===== src/rtl/rxd_pkg.sv =====
package rxd_pkg;
   localparam int DATA_W   = 32;
   localparam int LEN_W    = 14;
   localparam int OWN_BIT  = 0;
   localparam int WRAP_BIT = 1;
   localparam int UNIT_SH  = 6;

   typedef enum logic [2:0] {
      S_IDLE,
      S_FETCH,
      S_FWAIT,
      S_RECV,
      S_WDATA,
      S_WSTAT,
      S_WADDR,
      S_DROP
   } rxd_state_e;
endpackage


===== src/rtl/rxd_byte_packer.sv =====
module rxd_byte_packer #(
   parameter int LANES = 4,
   parameter int BW    = 8,
   localparam int LW   = (LANES > 1) ? $clog2(LANES) : 1
) (
   input  logic                clk,
   input  logic                rst_n,
   input  logic                clr,
   input  logic                put,
   input  logic [LW-1:0]       lane,
   input  logic [BW-1:0]       din,
   output logic [LANES*BW-1:0] word
);
   if (LANES < 2 || (LANES & (LANES - 1)) != 0) begin : g_bad_lanes
      $error("rxd_byte_packer: LANES must be a power of two of at least 2");
   end

   for (genvar g = 0; g < LANES; g++) begin : g_lane
      logic [BW-1:0] q;
      always_ff @(posedge clk or negedge rst_n) begin
         if (!rst_n)                          q <= '0;
         else if (clr)                        q <= '0;
         else if (put && lane == LW'(g))      q <= din;
      end
      assign word[g*BW +: BW] = q;
   end

   // a flush and a new byte never share a cycle, so no byte is lost
   assert_no_put_on_flush_R2: assert property (@(posedge clk) disable iff (!rst_n)
      !(put && clr));
endmodule


===== src/rtl/rxd_ring_ptr.sv =====
module rxd_ring_ptr #(
   parameter int AW   = 30,
   parameter int STEP = 2
) (
   input  logic          clk,
   input  logic          rst_n,
   input  logic          load,
   input  logic [AW-1:0] base,
   input  logic          adv,
   input  logic          wrap,
   output logic [AW-1:0] ptr
);
   logic [AW-1:0] ptr_q;

   always_ff @(posedge clk or negedge rst_n) begin
      if (!rst_n)      ptr_q <= '0;
      else if (load)   ptr_q <= base;
      else if (adv)    ptr_q <= wrap ? base : ptr_q + AW'(STEP);
   end

   assign ptr = ptr_q;

   assert_wrap_to_base_R5: assert property (@(posedge clk) disable iff (!rst_n)
      (adv && wrap && !load) |=> (ptr_q == $past(base)));

   assert_step_forward_R5: assert property (@(posedge clk) disable iff (!rst_n)
      (adv && !wrap && !load) |=> (ptr_q == $past(ptr_q) + AW'(STEP)));
endmodule


===== src/rtl/rxd_ring_writer.sv =====
module rxd_ring_writer
   import rxd_pkg::*;
#(
   parameter int AW     = 30,
   parameter int UNIT_W = 8
) (
   input  logic              clk,
   input  logic              rst_n,
   input  logic [AW-1:0]     ring_word,
   input  logic              rx_en,
   input  logic [UNIT_W-1:0] buf_units,
   input  logic              in_valid,
   input  logic [7:0]        in_data,
   input  logic              in_sof,
   input  logic              in_eof,
   output logic              in_ready,
   output logic              mem_req,
   output logic              mem_we,
   output logic [AW-1:0]     mem_addr,
   output logic [31:0]       mem_wdata,
   input  logic [31:0]       mem_rdata,
   output logic              no_buf
);
   localparam int LANES = DATA_W / 8;
   localparam int LW    = $clog2(LANES);
   localparam int BUF_W = DATA_W - 2;

   if (AW < 8 || AW > BUF_W) begin : g_bad_aw
      $error("rxd_ring_writer: AW must lie in 8..30");
   end
   if (UNIT_W + UNIT_SH > LEN_W) begin : g_bad_unit
      $error("rxd_ring_writer: buffer size would not fit the length field");
   end

   rxd_state_e         st_q, st_d;
   logic [BUF_W-1:0]   buf_q;
   logic               wrap_q, first_q, eof_q, stop_q;
   logic [LEN_W-1:0]   len_q, len_nxt, bsize, word_idx;
   logic [AW-1:0]      ptr;
   logic               load, adv, put, clr;
   logic [DATA_W-1:0]  word;

   assign bsize    = LEN_W'({buf_units, {UNIT_SH{1'b0}}});
   assign len_nxt  = len_q + LEN_W'(1);
   assign word_idx = (len_q - LEN_W'(1)) >> LW;

   rxd_ring_ptr #(.AW(AW), .STEP(2)) u_ptr (
      .clk  (clk),
      .rst_n(rst_n),
      .load (load),
      .base (ring_word),
      .adv  (adv),
      .wrap (wrap_q),
      .ptr  (ptr)
   );

   rxd_byte_packer #(.LANES(LANES), .BW(8)) u_pack (
      .clk  (clk),
      .rst_n(rst_n),
      .clr  (clr),
      .put  (put),
      .lane (len_q[LW-1:0]),
      .din  (in_data),
      .word (word)
   );

   always_comb begin
      st_d      = st_q;
      in_ready  = 1'b0;
      mem_req   = 1'b0;
      mem_we    = 1'b0;
      mem_addr  = ptr;
      mem_wdata = '0;
      no_buf    = 1'b0;
      put       = 1'b0;
      clr       = 1'b0;
      adv       = 1'b0;
      load      = 1'b0;
      case (st_q)
         S_IDLE: begin
            in_ready = !(rx_en && in_sof);
            load     = !rx_en;
            if (rx_en && in_valid && in_sof) st_d = S_FETCH;
         end
         S_FETCH: begin
            mem_req = 1'b1;
            st_d    = S_FWAIT;
         end
         S_FWAIT: begin
            if (!rx_en) begin
               st_d = S_DROP;
            end else if (mem_rdata[OWN_BIT]) begin
               no_buf = 1'b1;
               st_d   = S_DROP;
            end else begin
               st_d = S_RECV;
            end
         end
         S_RECV: begin
            in_ready = rx_en;
            if (!rx_en) begin
               if (len_q == '0)                st_d = S_DROP;
               else if (len_q[LW-1:0] != '0)   st_d = S_WDATA;
               else                            st_d = S_WSTAT;
            end else if (in_valid) begin
               put = 1'b1;
               if (in_eof || len_q[LW-1:0] == LW'(LANES - 1) || len_nxt == bsize)
                  st_d = S_WDATA;
            end
         end
         S_WDATA: begin
            mem_req   = 1'b1;
            mem_we    = 1'b1;
            mem_addr  = buf_q[AW-1:0] + AW'(word_idx);
            mem_wdata = word;
            clr       = 1'b1;
            st_d      = (eof_q || stop_q || len_q == bsize) ? S_WSTAT : S_RECV;
         end
         S_WSTAT: begin
            mem_req   = 1'b1;
            mem_we    = 1'b1;
            mem_addr  = ptr + AW'(1);
            mem_wdata = {16'b0, eof_q, first_q, len_q};
            st_d      = S_WADDR;
         end
         S_WADDR: begin
            mem_req   = 1'b1;
            mem_we    = 1'b1;
            mem_addr  = ptr;
            mem_wdata = {buf_q, wrap_q, 1'b1};
            adv       = 1'b1;
            if (stop_q)      st_d = S_DROP;
            else if (eof_q)  st_d = S_IDLE;
            else             st_d = S_FETCH;
         end
         S_DROP: begin
            in_ready = 1'b1;
            if (in_valid && in_eof) st_d = S_IDLE;
         end
         default: st_d = S_IDLE;
      endcase
   end

   always_ff @(posedge clk or negedge rst_n) begin
      if (!rst_n) begin
         st_q    <= S_IDLE;
         buf_q   <= '0;
         wrap_q  <= 1'b0;
         first_q <= 1'b0;
         eof_q   <= 1'b0;
         stop_q  <= 1'b0;
         len_q   <= '0;
      end else begin
         st_q <= st_d;
         case (st_q)
            S_IDLE: begin
               if (rx_en && in_valid && in_sof) first_q <= 1'b1;
            end
            S_FWAIT: begin
               if (rx_en && !mem_rdata[OWN_BIT]) begin
                  buf_q  <= mem_rdata[DATA_W-1:2];
                  wrap_q <= mem_rdata[WRAP_BIT];
                  len_q  <= '0;
                  eof_q  <= 1'b0;
                  stop_q <= 1'b0;
               end
            end
            S_RECV: begin
               if (!rx_en) begin
                  if (len_q != '0) stop_q <= 1'b1;
               end else if (in_valid) begin
                  len_q <= len_nxt;
                  if (in_eof) eof_q <= 1'b1;
               end
            end
            S_WADDR: first_q <= 1'b0;
            default: ;
         endcase
      end
   end

   // ownership is handed over only right after the length is in memory
   assert_stat_before_own_R4: assert property (@(posedge clk) disable iff (!rst_n)
      (st_q == S_WADDR) |-> ($past(st_q) == S_WSTAT));

   assert_fetch_stalls_stream_R1: assert property (@(posedge clk) disable iff (!rst_n)
      (st_q == S_FETCH || st_q == S_FWAIT) |-> !in_ready);

   assert_write_inside_buffer_R6: assert property (@(posedge clk) disable iff (!rst_n)
      (st_q == S_WDATA) |-> (len_q != '0 && len_q <= bsize));

   assert_owned_means_drop_R7: assert property (@(posedge clk) disable iff (!rst_n)
      no_buf |=> (st_q == S_DROP && $stable(ptr)));

   assert_quiet_when_off_R8: assert property (@(posedge clk) disable iff (!rst_n)
      (st_q == S_IDLE && !rx_en) |-> (!mem_req && in_ready));

   assert_stop_closes_desc_R9: assert property (@(posedge clk) disable iff (!rst_n)
      (st_q == S_RECV && !rx_en && len_q != '0) |=> (st_q == S_WDATA || st_q == S_WSTAT));
endmodule


===== config.mk =====
export PLATFORM = sky130hd
export DESIGN_NAME = rxd_ring_writer
export DESIGN_NICKNAME = d
export VERILOG_FILES = /design/src/rtl/rxd_pkg.sv /design/src/rtl/rxd_byte_packer.sv /design/src/rtl/rxd_ring_ptr.sv /design/src/rtl/rxd_ring_writer.sv
export SDC_FILE = /design/constraint.sdc
export NUM_CORES = 1
export LEC_CHECK = 0
export BUFFER_PORTS_ARGS = -buffer_cell sky130_fd_sc_hd__clkbuf_2
export CAP_MARGIN = 10
export CORE_AREA = 3 3 126 128
export DETAILED_ROUTE_END_ITERATION = 8
export DIE_AREA = 0 0 129 131
export MAX_ROUTING_LAYER = met4
export PLACE_DENSITY = 0.86
export SLEW_MARGIN = 10
export SYNTH_ARGS = -nofsm -noshare
export SYNTH_HDL_FRONTEND = slang
export SYNTH_SLANG_ARGS = --single-unit

===== constraint.sdc =====
create_clock -name clk -period 5.75 [get_ports clk]
set_clock_uncertainty 0.15 [all_clocks]
set_input_delay 1.15 -clock clk [delete_from_list [all_inputs] [get_ports clk]]
set_output_delay 1.15 -clock clk [all_outputs]
set_load 0.01 [all_outputs]

==> metrics.csv, run 1 <==
stage,metric,value,unit
drt,TritonRoute pass-1 iters,5,
timing,"Hold Vio Cnt, Final",0,
clock_network,root buf cell,clkbuf_16,
clock_network,Worst-path clk slew,60,ps
synthesis,cell area after synthesis,8440,sq um
final_layout,design area,9800,sq um
global_routing,GR Util met1,45.7,%
die,Die Y,131,microns
synthesis,post-synthesis register bit count,113,
global_routing,total gr overflow,0,
status,status,"complete, no violations",
drt,DRC,0,
worst_setup_path,R2R cell count,8,
drt,Avg WL per Cell,19.2,microns
worst_setup_path,kind of end point of the critical path,output pin,
clock_network,total setup buffers inserted after CTS,0,
power,power per cell area,609,nW/um^2
worst_setup_path,CP max FO,12,
timing,Max Slew Vio Count,0,
global_routing,initial antenna violation count,0,
worst_hold_path,hold crit path type,flip-flop to flip-flop,
final_layout,area added between synthesis and finish,16.2,%
placed_design,placed instance area,9180,sq um
drt,vias after detailed routing,8833,
die,Top Ports,150,
global_routing,GRT Max-Usage Layer,met2,
placed_design,DP HPWL,19500,microns
global_routing,met2 global-route usage,50.8,%
final_layout,"most common cell after layout, fill and taps aside",nand2_1,
final_layout,nets,1303,
worst_setup_path,CP Data Required Time,4450,ps
final_layout,layout cells sized above 1,18.3,%
drt,final WL,26900,microns
placed_design,number of I/O port buffers,149,
global_routing,vias in the first global route,8143,
timing,crit share post-route,96.7,%
global_routing,pin count of the biggest net entering global routing,73,
timing,Final Setup Violations,0,
synthesis,net count after synthesis,1203,
timing,Least-Margin Pin Slew,971,ps
worst_hold_path,hold path startpoint,first_q,
timing,setup slack after layout,190,ps
run,MaxCap Viol Count,0,
synthesis,Yosys top cell by area,dfrtp_1,
die,Die X,129,microns
clock_network,worst skew pair latency,430,ps
global_routing,met3 global-route usage,5.12,%
clock_network,CTS sink cnt,113,
synthesis,share of the synthesized area in the top cell type,33.5,%
final_layout,Antenna diodes,0,
synthesis,Post-synth EDFFs,0,
placed_design,DP Worst Slack,541,ps
worst_setup_path,Reg2Reg Setup Slack,2450,ps
worst_hold_path,cell count of the worst hold path,2,
synthesis,synth top area cells,"dfrtp_1, nand2_1, a21oi_1",
worst_setup_path,kind of critical path,flip-flop to output pin,
drt,post-route ant nets,0,
placed_design,gpl congestion,0.964,
die,core area,15000,sq um
power,Pwr Total,5.97,mW
clock_network,hold buffers post-CTS,0,
drt,vias per inst,6.32,
die,initial core utilization,56.3,%
global_routing,first-pass GRT wire length,42800,microns
timing,setup_tns,0,ps
worst_setup_path,worst flop-to-flop path startpoint,st_q[1],
timing,Period minus WS final,5560,ps
synthesis,Mapped Cells,1097,
power,peak supply drop,0.284,mV
synthesis,Ys Warns,0,
clock_network,clock tree buffer depth,2,
die,row cnt,45,
drt,number of DRC markers in iteration 0,992,
worst_setup_path,arrival time worst endpoint,4260,ps
power,leakage power total,4.45,nW
clock_network,TritonCTS clock tree,built,
timing,Slew headroom,35.2,%
timing,RSZ-0062 raised after global routing,false,
worst_setup_path,reg-to-reg endpoint,u_ptr.ptr[25],
worst_setup_path,nature of the critical path startpoint,flip-flop,
synthesis,Syn Area/Cell,7.69,sq um
clock_network,Num CTS Buffers,17,
synthesis,register area share after synthesis,33.5,%
synthesis,Unique masters post-synth,73,
worst_hold_path,Hold Crit Endpoint,first_q,
die,die area,16900,sq um
global_routing,All-Layer GR Usage,33.1,%
timing,Fmax,180,MHz
synthesis,ys flop type,dfrtp_1,
synthesis,ys async rst share,100,%
clock_network,CTS H-tree depth,4,
final_layout,"commonest non-fill, non-tap cells in the layout","nand2_1, clkbuf_2, dfrtp_1",
layout make-up:
cell class,instances,area [sq um]
tap,188,235
fill,1271,5170
timing repair buffer,164,861
clock inverter,10,125
clock buffer,22,484
multi-input combinational,882,5190
sequential,113,2830
inverter,19,71.3
where the power goes:
group,switching (mW),internal [mW],leakage (nW)
Sequential,0.499,1.09,1.43
Clock,0.408,0.688,0.297
Combinational,2.04,1.25,2.73
Total,2.94,3.03,4.45
cells in the mapped netlist, types with 22 or more instances:
cell type	n
a21oi_1	93
and2_1	25
and3_1	29
clkbuf_1	53
dfrtp_1	113
mux2i_1	24
nand2_1	227
nand3_1	69
nand4_1	28
nor2_1	50
o211ai_1	22
o21ai_0	36
o21ai_1	42
xnor2_1	22
critical path: stages (launching register included):
cell and delay, ps:
dfrtp_2 490, or4_4 560, or4_4 440, or3_4 350
xnor2_2 150, ha_2 340, a21o_1 210, a211o_1 330
and2_1 230, o211ai_1 220, xor2_1 220, o211ai_1 120
clkbuf_2 170
sequential cells by signal (all words and copies together) (netlist names):
register,count
first_q,1
eof_q,1
wrap_q,1
st_q,3
buf_q,30
u_pack.g_lane.q,32
u_ptr.ptr,30
len_q,14
stop_q,1
logic make-up after synthesis:
kind of cell,after synthesis,synth area share [%]
AO/OA/AOI/OAI,300,22.4
flip-flops,113,33.5
XOR/XNOR,42,4.45
adder cells (fa/ha/maj),22,3.35
buffers and inverters,102,5.06
multiplexers,25,2.98
AND/OR/NAND/NOR,493,28.2
metal layers:
layer	wire length [microns]	share of wire, %
met1	11400	43
met2	12500	47
met3	2260	8.4
met4	667	2.5
met5	0	0
stage by stage:
stage | std cells | util [%] | hold WS (ps)
after floorplan | 1097 | - | 316
after global placement | 1366 | 61.3 | 339
after detailed placement | 1366 | 61.3 | 354
after CTS | 1398 | 65.3 | 370
after global routing | 1398 | 65.4 | 396
final | 1398 | 65.4 | 369
how the worst max path moves through the flow:
stage / depth (start not counted) / endpoint / start / slack, ps
2_1_floorplan: 13 / mem_addr[15] / len_q[10] / 910
3_3_place_gp: 12 / mem_addr[17] / len_q[9] / 590
3_5_place_dp: 12 / mem_addr[15] / len_q[9] / 540
4_1_cts: 12 / mem_addr[15] / len_q[9] / 90
5_1_grt: 12 / mem_addr[15] / len_q[9] / 0.3
6_report: 12 / mem_addr[15] / len_q[9] / 190
repair_timing:
item,4_1_cts,5_1_grt
setup endpoints to repair,0,5
gates resized for setup,0,5
hold endpoints to repair,0,0
(Power assumes the default switching activity.)
==> run 2, diff against run 1 <==
--- a/config.mk
+++ b/config.mk
@@ -7,11 +7,11 @@
 export LEC_CHECK = 0
 export BUFFER_PORTS_ARGS = -buffer_cell sky130_fd_sc_hd__clkbuf_2
 export CAP_MARGIN = 10
-export CORE_AREA = 3 3 126 128
+export CORE_AREA = 3 3 134 136
 export DETAILED_ROUTE_END_ITERATION = 8
-export DIE_AREA = 0 0 129 131
+export DIE_AREA = 0 0 137 139
 export MAX_ROUTING_LAYER = met4
-export PLACE_DENSITY = 0.86
+export PLACE_DENSITY = 0.78
 export SLEW_MARGIN = 10
 export SYNTH_ARGS = -nofsm -noshare
 export SYNTH_HDL_FRONTEND = slang
==> metrics.csv, run 2 (synthesis results as in run 1) <==
stage,metric,value,unit,change
status,status,"complete, no violations",,
timing,Fmax,178,MHz,-0.87%
timing,Final Setup Violations,0,,unchanged
clock_network,CTS sink cnt,113,,unchanged
drt,vias per inst,6.17,,-2.3%
global_routing,first-pass GRT wire length,44000,microns,+2.8%
final_layout,Largest Register,u_pack.g_lane.q,,
drt,post-route ant nets,0,,unchanged
global_routing,vias in the first global route,8292,,+1.8%
global_routing,met2 global-route usage,44.9,%,-5.8 points
worst_setup_path,cell family with most CP delay,simple AND/OR/NAND/NOR gates,,
global_routing,met3 global-route usage,5.70,%,+0.57 points
clock_network,Num CTS Buffers,17,,unchanged
timing,RSZ-0062 raised after global routing,false,,
placed_design,DP HPWL,20000,microns,+2.6%
final_layout,Largest register FFs,32,,unchanged
global_routing,GRT Max-Usage Layer,met2,,
timing,crit share post-route,97.5,%,+0.84 points
clock_network,Worst-path clk slew,50,ps,about the same
clock_network,CTS H-tree depth,4,,unchanged
drt,final WL,27500,microns,+2.3%
timing,Max Slew Vio Count,0,,unchanged
placed_design,placed instance area,9220,sq um,+0.42%
run,MaxCap Viol Count,0,,unchanged
timing,Least-Margin Pin Slew,1060,ps,+89.1 ps
final_layout,area added between synthesis and finish,15.7,%,
die,row cnt,48,,+6.7%
global_routing,initial antenna violation count,0,,unchanged
placed_design,gpl congestion,0.972,,+0.82%
worst_setup_path,slowest stage cell on the critical path,or4_4,,
drt,TritonRoute pass-1 iters,5,,unchanged
final_layout,fin util,57.2,%,-8.2 points
worst_setup_path,kind of critical path,flip-flop to output pin,,
clock_network,clock tree buffer depth,2,,unchanged
worst_setup_path,CP max FO,9,,-3
final_layout,nets,1302,,-0.077%
placed_design,number of I/O port buffers,149,,unchanged
final_layout,layout cells sized above 1,18.0,%,-0.23 points
die,Die Y,139,microns,+6.1%
timing,setup_tns,0,ps,unchanged
timing,Slew headroom,29.0,%,-6.2 points
worst_setup_path,"slowest stage delay, CP",540,ps,-20 ps
clock_network,hold buffers post-CTS,0,,unchanged
global_routing,pin count of the biggest net entering global routing,80,,+9.6%
die,Die X,137,microns,+6.2%
power,peak supply drop,0.353,mV,+25%
timing,"Hold Vio Cnt, Final",0,,unchanged
final_layout,"most common cell after layout, fill and taps aside",nand2_1,,
power,leakage power total,4.40,nW,-1.3%
clock_network,TritonCTS clock tree,built,,
final_layout,"commonest non-fill, non-tap cells in the layout","nand2_1, clkbuf_2, dfrtp_1",,
clock_network,root buf cell,clkbuf_16,,
drt,number of DRC markers in iteration 0,1087,,+9.6%
clock_network,worst skew pair latency,420,ps,about the same
global_routing,GR Util met1,40.8,%,-4.9 points
worst_setup_path,CP cell instances,or4_4 -> or4_4 -> or3_4 -> xnor2_2 -> ha_2 -> a21o_1 -> a211o_1 -> and2_1 -> o211ai_1 -> xor2_1 -> o211ai_1 -> clkbuf_2,,
worst_setup_path,nature of the critical path startpoint,flip-flop,,
timing,Period minus WS final,5610,ps,+48.5 ps
worst_setup_path,kind of end point of the critical path,output pin,,
worst_setup_path,arrival time worst endpoint,4310,ps,+50 ps
power,power per cell area,601,nW/um^2,-1.3%
worst_hold_path,hold crit path type,flip-flop to flip-flop,,
die,initial core utilization,49.5,%,-6.9 points
die,core area,17100,sq um,+14%
global_routing,total gr overflow,0,,unchanged
die,Top Ports,150,,unchanged
die,die area,19000,sq um,+13%
drt,vias after detailed routing,8854,,+0.24%
worst_setup_path,"Buf+Inv Stages, Crit Path",1,,unchanged
drt,DRC,0,,unchanged
drt,Avg WL per Cell,19.2,microns,-0.24%
final_layout,design area,9760,sq um,-0.43%
global_routing,All-Layer GR Usage,29.8,%,-3.3 points
worst_setup_path,CP Data Required Time,4450,ps,about the same
final_layout,Antenna diodes,0,,unchanged
run 2: cell types whose count changed in the layout (fill, tap and decap cells not counted), sizes merged:
cell / previous run / this run
clkinvlp: 1 / 5
clkinv: 5 / 4
bufinv: 2 / 0
clkbuf: 170 / 169
buf: 16 / 15
run 2: layout make-up:
class                           count  area (sq um)
Timing Repair Buffer              163           853
Tap cell                          225           282
Sequential cell                   113          2830
Fill cell                        1637          7300
Clock buffer                       21           450
Multi-Input combinational cell    882          5190
Inverter                           19          71.3
Clock inverter                     11          82.6
run 2: worst paths after layout:
kind | cells after the start | slack (ps) | startpoint | endpoint
max reg2reg | 8 | 2440 | st_q[1] | u_ptr.ptr[25]
max in group asynchronous | 2 | 3710 | rst_n | u_ptr.ptr[24]
min reg2reg | 2 | 370 | first_q | first_q
min | 2 | 370 | first_q | first_q
max | 12 | 140 | len_q[10] | mem_addr[15]
min in group asynchronous | 1 | 710 | rst_n | first_q
run 2: report_power, final:
group	switching (mW)	internal (mW)	total [mW]
clock network	0.407	0.563	0.970
registers	0.501	1.09	1.59
logic	2.06	1.24	3.30
total	2.97	2.90	5.87
run 2: metal layers:
| metal | wire, microns | up-vias |
|---|---|---|
| met1 | 11800 | 4156 |
| met2 | 12600 | 495 |
| met3 | 2440 | 65 |
| li1 | - | 4138 |
| met4 | 715 | 0 |
| met5 | 0 | - |
run 2: stage by stage:
stage               power, mW  hold slack, ps  std cells  worst slack [ps]
global route             6.31             393       1434            0.0715
global placement         4.77             338       1402               597
floorplan                3.78             316       1097               910
finish                   5.87             367       1434               142
detailed placement       4.81             350       1402               541
CTS                      5.80             366       1434              96.2
run 2: timing repair:
item                                    4_1_cts  5_1_grt
endpoints found under the setup margin        0        6
gates resized for setup                       0        5
setup buffers                                 0        0
run 2: worst min-delay path, cell delays in order, from the launching register on:
cell	delay, ps
dfrtp_1	370
nand2_1	60
nand2_1	60
==> run 3, diff against run 2 <==
--- a/config.mk
+++ b/config.mk
@@ -11,7 +11,7 @@
 export DETAILED_ROUTE_END_ITERATION = 8
 export DIE_AREA = 0 0 137 139
 export MAX_ROUTING_LAYER = met4
-export PLACE_DENSITY = 0.78
+export PLACE_DENSITY_LB_ADDON = 0.25
 export SLEW_MARGIN = 10
 export SYNTH_ARGS = -nofsm -noshare
 export SYNTH_HDL_FRONTEND = slang
==> metrics.csv, run 3 (synthesis results as in run 1) <==
stage,metric,value,unit,change
timing,crit share post-route,96.3,%,-1.3 points
final_layout,Antenna diodes,0,,unchanged
die,core area,17100,sq um,unchanged
drt,vias after detailed routing,8662,,-2.2%
clock_network,CTS H-tree depth,4,,unchanged
worst_setup_path,reg-to-reg endpoint,u_ptr.ptr[14],,
power,part of the power in registers,26.8,%,-0.3 points
placed_design,DP HPWL,20000,microns,about the same
power,peak supply drop,0.330,mV,-6.6%
final_layout,Largest Register,u_pack.g_lane.q,,
global_routing,initial antenna violation count,0,,unchanged
final_layout,area added between synthesis and finish,16.2,%,
timing,"Hold Vio Cnt, Final",0,,unchanged
worst_setup_path,CP cell instances,or4_4 -> or4_4 -> or3_4 -> xnor2_2 -> ha_2 -> and3_1 -> a211o_1 -> and2_1 -> o211ai_1 -> xor2_1 -> o22ai_1 -> clkbuf_2,,
worst_setup_path,"slowest stage delay, CP",540,ps,about the same
final_layout,"most common cell after layout, fill and taps aside",nand2_1,,
placed_design,DP Worst Slack,580,ps,+39.5 ps
power,Logic pwr share,55.5,%,-0.8 points
placed_design,gpl congestion,0.955,,-1.8%
power,clock share of power,17.7,%,+1.2 points
worst_setup_path,worst flop-to-flop path startpoint,st_q[2],,
die,Die X,137,microns,unchanged
timing,Hold WS,370,ps,+2.99 ps
timing,setup slack after layout,214,ps,+72.5 ps
global_routing,vias in the first global route,7798,,-6.0%
placed_design,placed instance area,9220,sq um,about the same
run,MaxCap Viol Count,0,,unchanged
die,Die Y,139,microns,unchanged
worst_hold_path,hold crit path type,flip-flop to flip-flop,,
status,status,"complete, no violations",,
drt,vias per inst,6.04,,-2.2%
clock_network,hold buffers post-CTS,0,,unchanged
worst_setup_path,R2R cell count,6,,-2
worst_hold_path,cell count of the worst hold path,2,,unchanged
timing,Slew headroom,31.2,%,+2.1 points
placed_design,number of I/O port buffers,149,,unchanged
drt,post-route ant nets,0,,unchanged
final_layout,Filler cells,1628,,-0.55%
worst_setup_path,Reg2Reg Setup Slack,2460,ps,+20 ps
timing,setup_tns,0,ps,unchanged
clock_network,CTS sink cnt,113,,unchanged
final_layout,nets,1302,,unchanged
global_routing,total gr overflow,0,,unchanged
drt,Avg WL per Cell,19.2,microns,about the same
die,initial core utilization,49.5,%,unchanged
worst_setup_path,kind of critical path,flip-flop to output pin,,
timing,Max Slew Vio Count,0,,unchanged
drt,final WL,27500,microns,about the same
worst_setup_path,arrival time worst endpoint,4240,ps,-70 ps
die,die area,19000,sq um,unchanged
worst_setup_path,CP Data Required Time,4450,ps,about the same
global_routing,All-Layer GR Usage,29.7,%,-0.074 points
final_layout,"commonest non-fill, non-tap cells in the layout","nand2_1, clkbuf_2, dfrtp_1",,
power,power per cell area,606,nW/um^2,+0.78%
drt,number of DRC markers in iteration 0,990,,-8.9%
power,leakage power total,4.43,nW,+0.71%
worst_setup_path,nature of the critical path startpoint,flip-flop,,
power,Pwr Total,5.94,mW,+1.3%
die,Top Ports,150,,unchanged
global_routing,first-pass GRT wire length,43400,microns,-1.3%
clock_network,CTS resizes,0,,unchanged
drt,DRC,0,,unchanged
timing,Final Setup Violations,0,,unchanged
final_layout,layout cells sized above 1,18.4,%,+0.33 points
worst_hold_path,hold path startpoint,u_pack.g_lane[1].q[4],,
worst_setup_path,CP max FO,9,,unchanged
timing,Fmax,181,MHz,+1.3%
worst_hold_path,Hold Crit Endpoint,u_pack.g_lane[1].q[4],,
clock_network,TritonCTS clock tree,built,,
clock_network,Num CTS Buffers,17,,unchanged
clock_network,Worst-path clk slew,60,ps,about the same
power,cell-internal power,2.94,mW,+1.6%
timing,RSZ-0062 raised after global routing,false,,
final_layout,design area,9810,sq um,+0.47%
final_layout,Largest register FFs,32,,unchanged
global_routing,pin count of the biggest net entering global routing,69,,-14%
power,switching part of the total,50.5,%,-0.15 points
timing,Least-Margin Pin Slew,1030,ps,-30.3 ps
worst_setup_path,"Top cell by count, worst path",or4_4,,
drt,TritonRoute pass-1 iters,5,,unchanged
worst_setup_path,slowest stage cell on the critical path,or4_4,,
power,switching pwr,3.00,mW,+0.95%
clock_network,total setup buffers inserted after CTS,0,,unchanged
die,row cnt,48,,unchanged
worst_setup_path,kind of end point of the critical path,output pin,,
clock_network,worst skew pair latency,420,ps,about the same
clock_network,root buf cell,clkbuf_16,,
timing,Period minus WS final,5540,ps,-72.5 ps
clock_network,clock tree buffer depth,2,,unchanged
[run 3: cell types whose count changed in the layout (fill, tap and decap cells not counted), sizes merged]
cell      delta
bufinv       +1
clkinvlp     -2
clkbuf       -4
inv          +5
[run 3: routing by layer]
layer | vias up | GRT usage (%) | routed length [microns]
met5 | - | - | 0
met4 | 0 | 8.77 | 655
met3 | 50 | 5.08 | 2200
met2 | 409 | 43.0 | 12300
met1 | 4056 | 42.9 | 12300
li1 | 4147 | - | -
[run 3: worst max-delay path by stage]
| stage | startpoint | end | cells past startpoint |
|---|---|---|---|
| after floorplan | len_q[10] | mem_addr[15] | 13 |
| after global placement | len_q[10] | mem_addr[17] | 12 |
| after detailed placement | len_q[10] | mem_addr[15] | 12 |
| after CTS | len_q[10] | mem_addr[15] | 12 |
| after global routing | len_q[10] | mem_addr[17] | 12 |
| final | len_q[10] | mem_addr[17] | 12 |
[run 3: layout make-up]
cell class | instances | area, sq um | area share [%]
multi-input combinational | 882 | 5190 | 52.9
sequential | 113 | 2830 | 28.9
timing repair buffer | 163 | 853 | 8.70
clock inverter | 15 | 153 | 1.56
clock buffer | 17 | 425 | 4.34
inverter | 19 | 71.3 | 0.727
tap | 225 | 282 | 2.87
[run 3: power by group through the flow]
stage	Combinational (mW)	Clock, mW	Sequential (mW)
after global routing	3.63	1.11	1.63
after floorplan	2.46	0	1.33
final	3.30	1.05	1.59
after detailed placement	3.24	0	1.57
after global placement	3.22	0	1.58
after CTS	3.27	1.06	1.57
[run 3: stage by stage]
step	utilization, %	std cells
6_report	57.5	1434
4_1_cts	57.4	1434
3_5_place_dp	54.0	1402
5_1_grt	57.5	1434
3_3_place_gp	54.0	1402
2_1_floorplan	-	1097
[run 3: critical path: cells and delay by family, from the launching register on]
kind,cells,cell delay [ps]
fa+ha+maj,1,350
compound gates,3,810
buf+inv,1,190
flops,1,480
simple gates,5,1730
xor+xnor,2,250
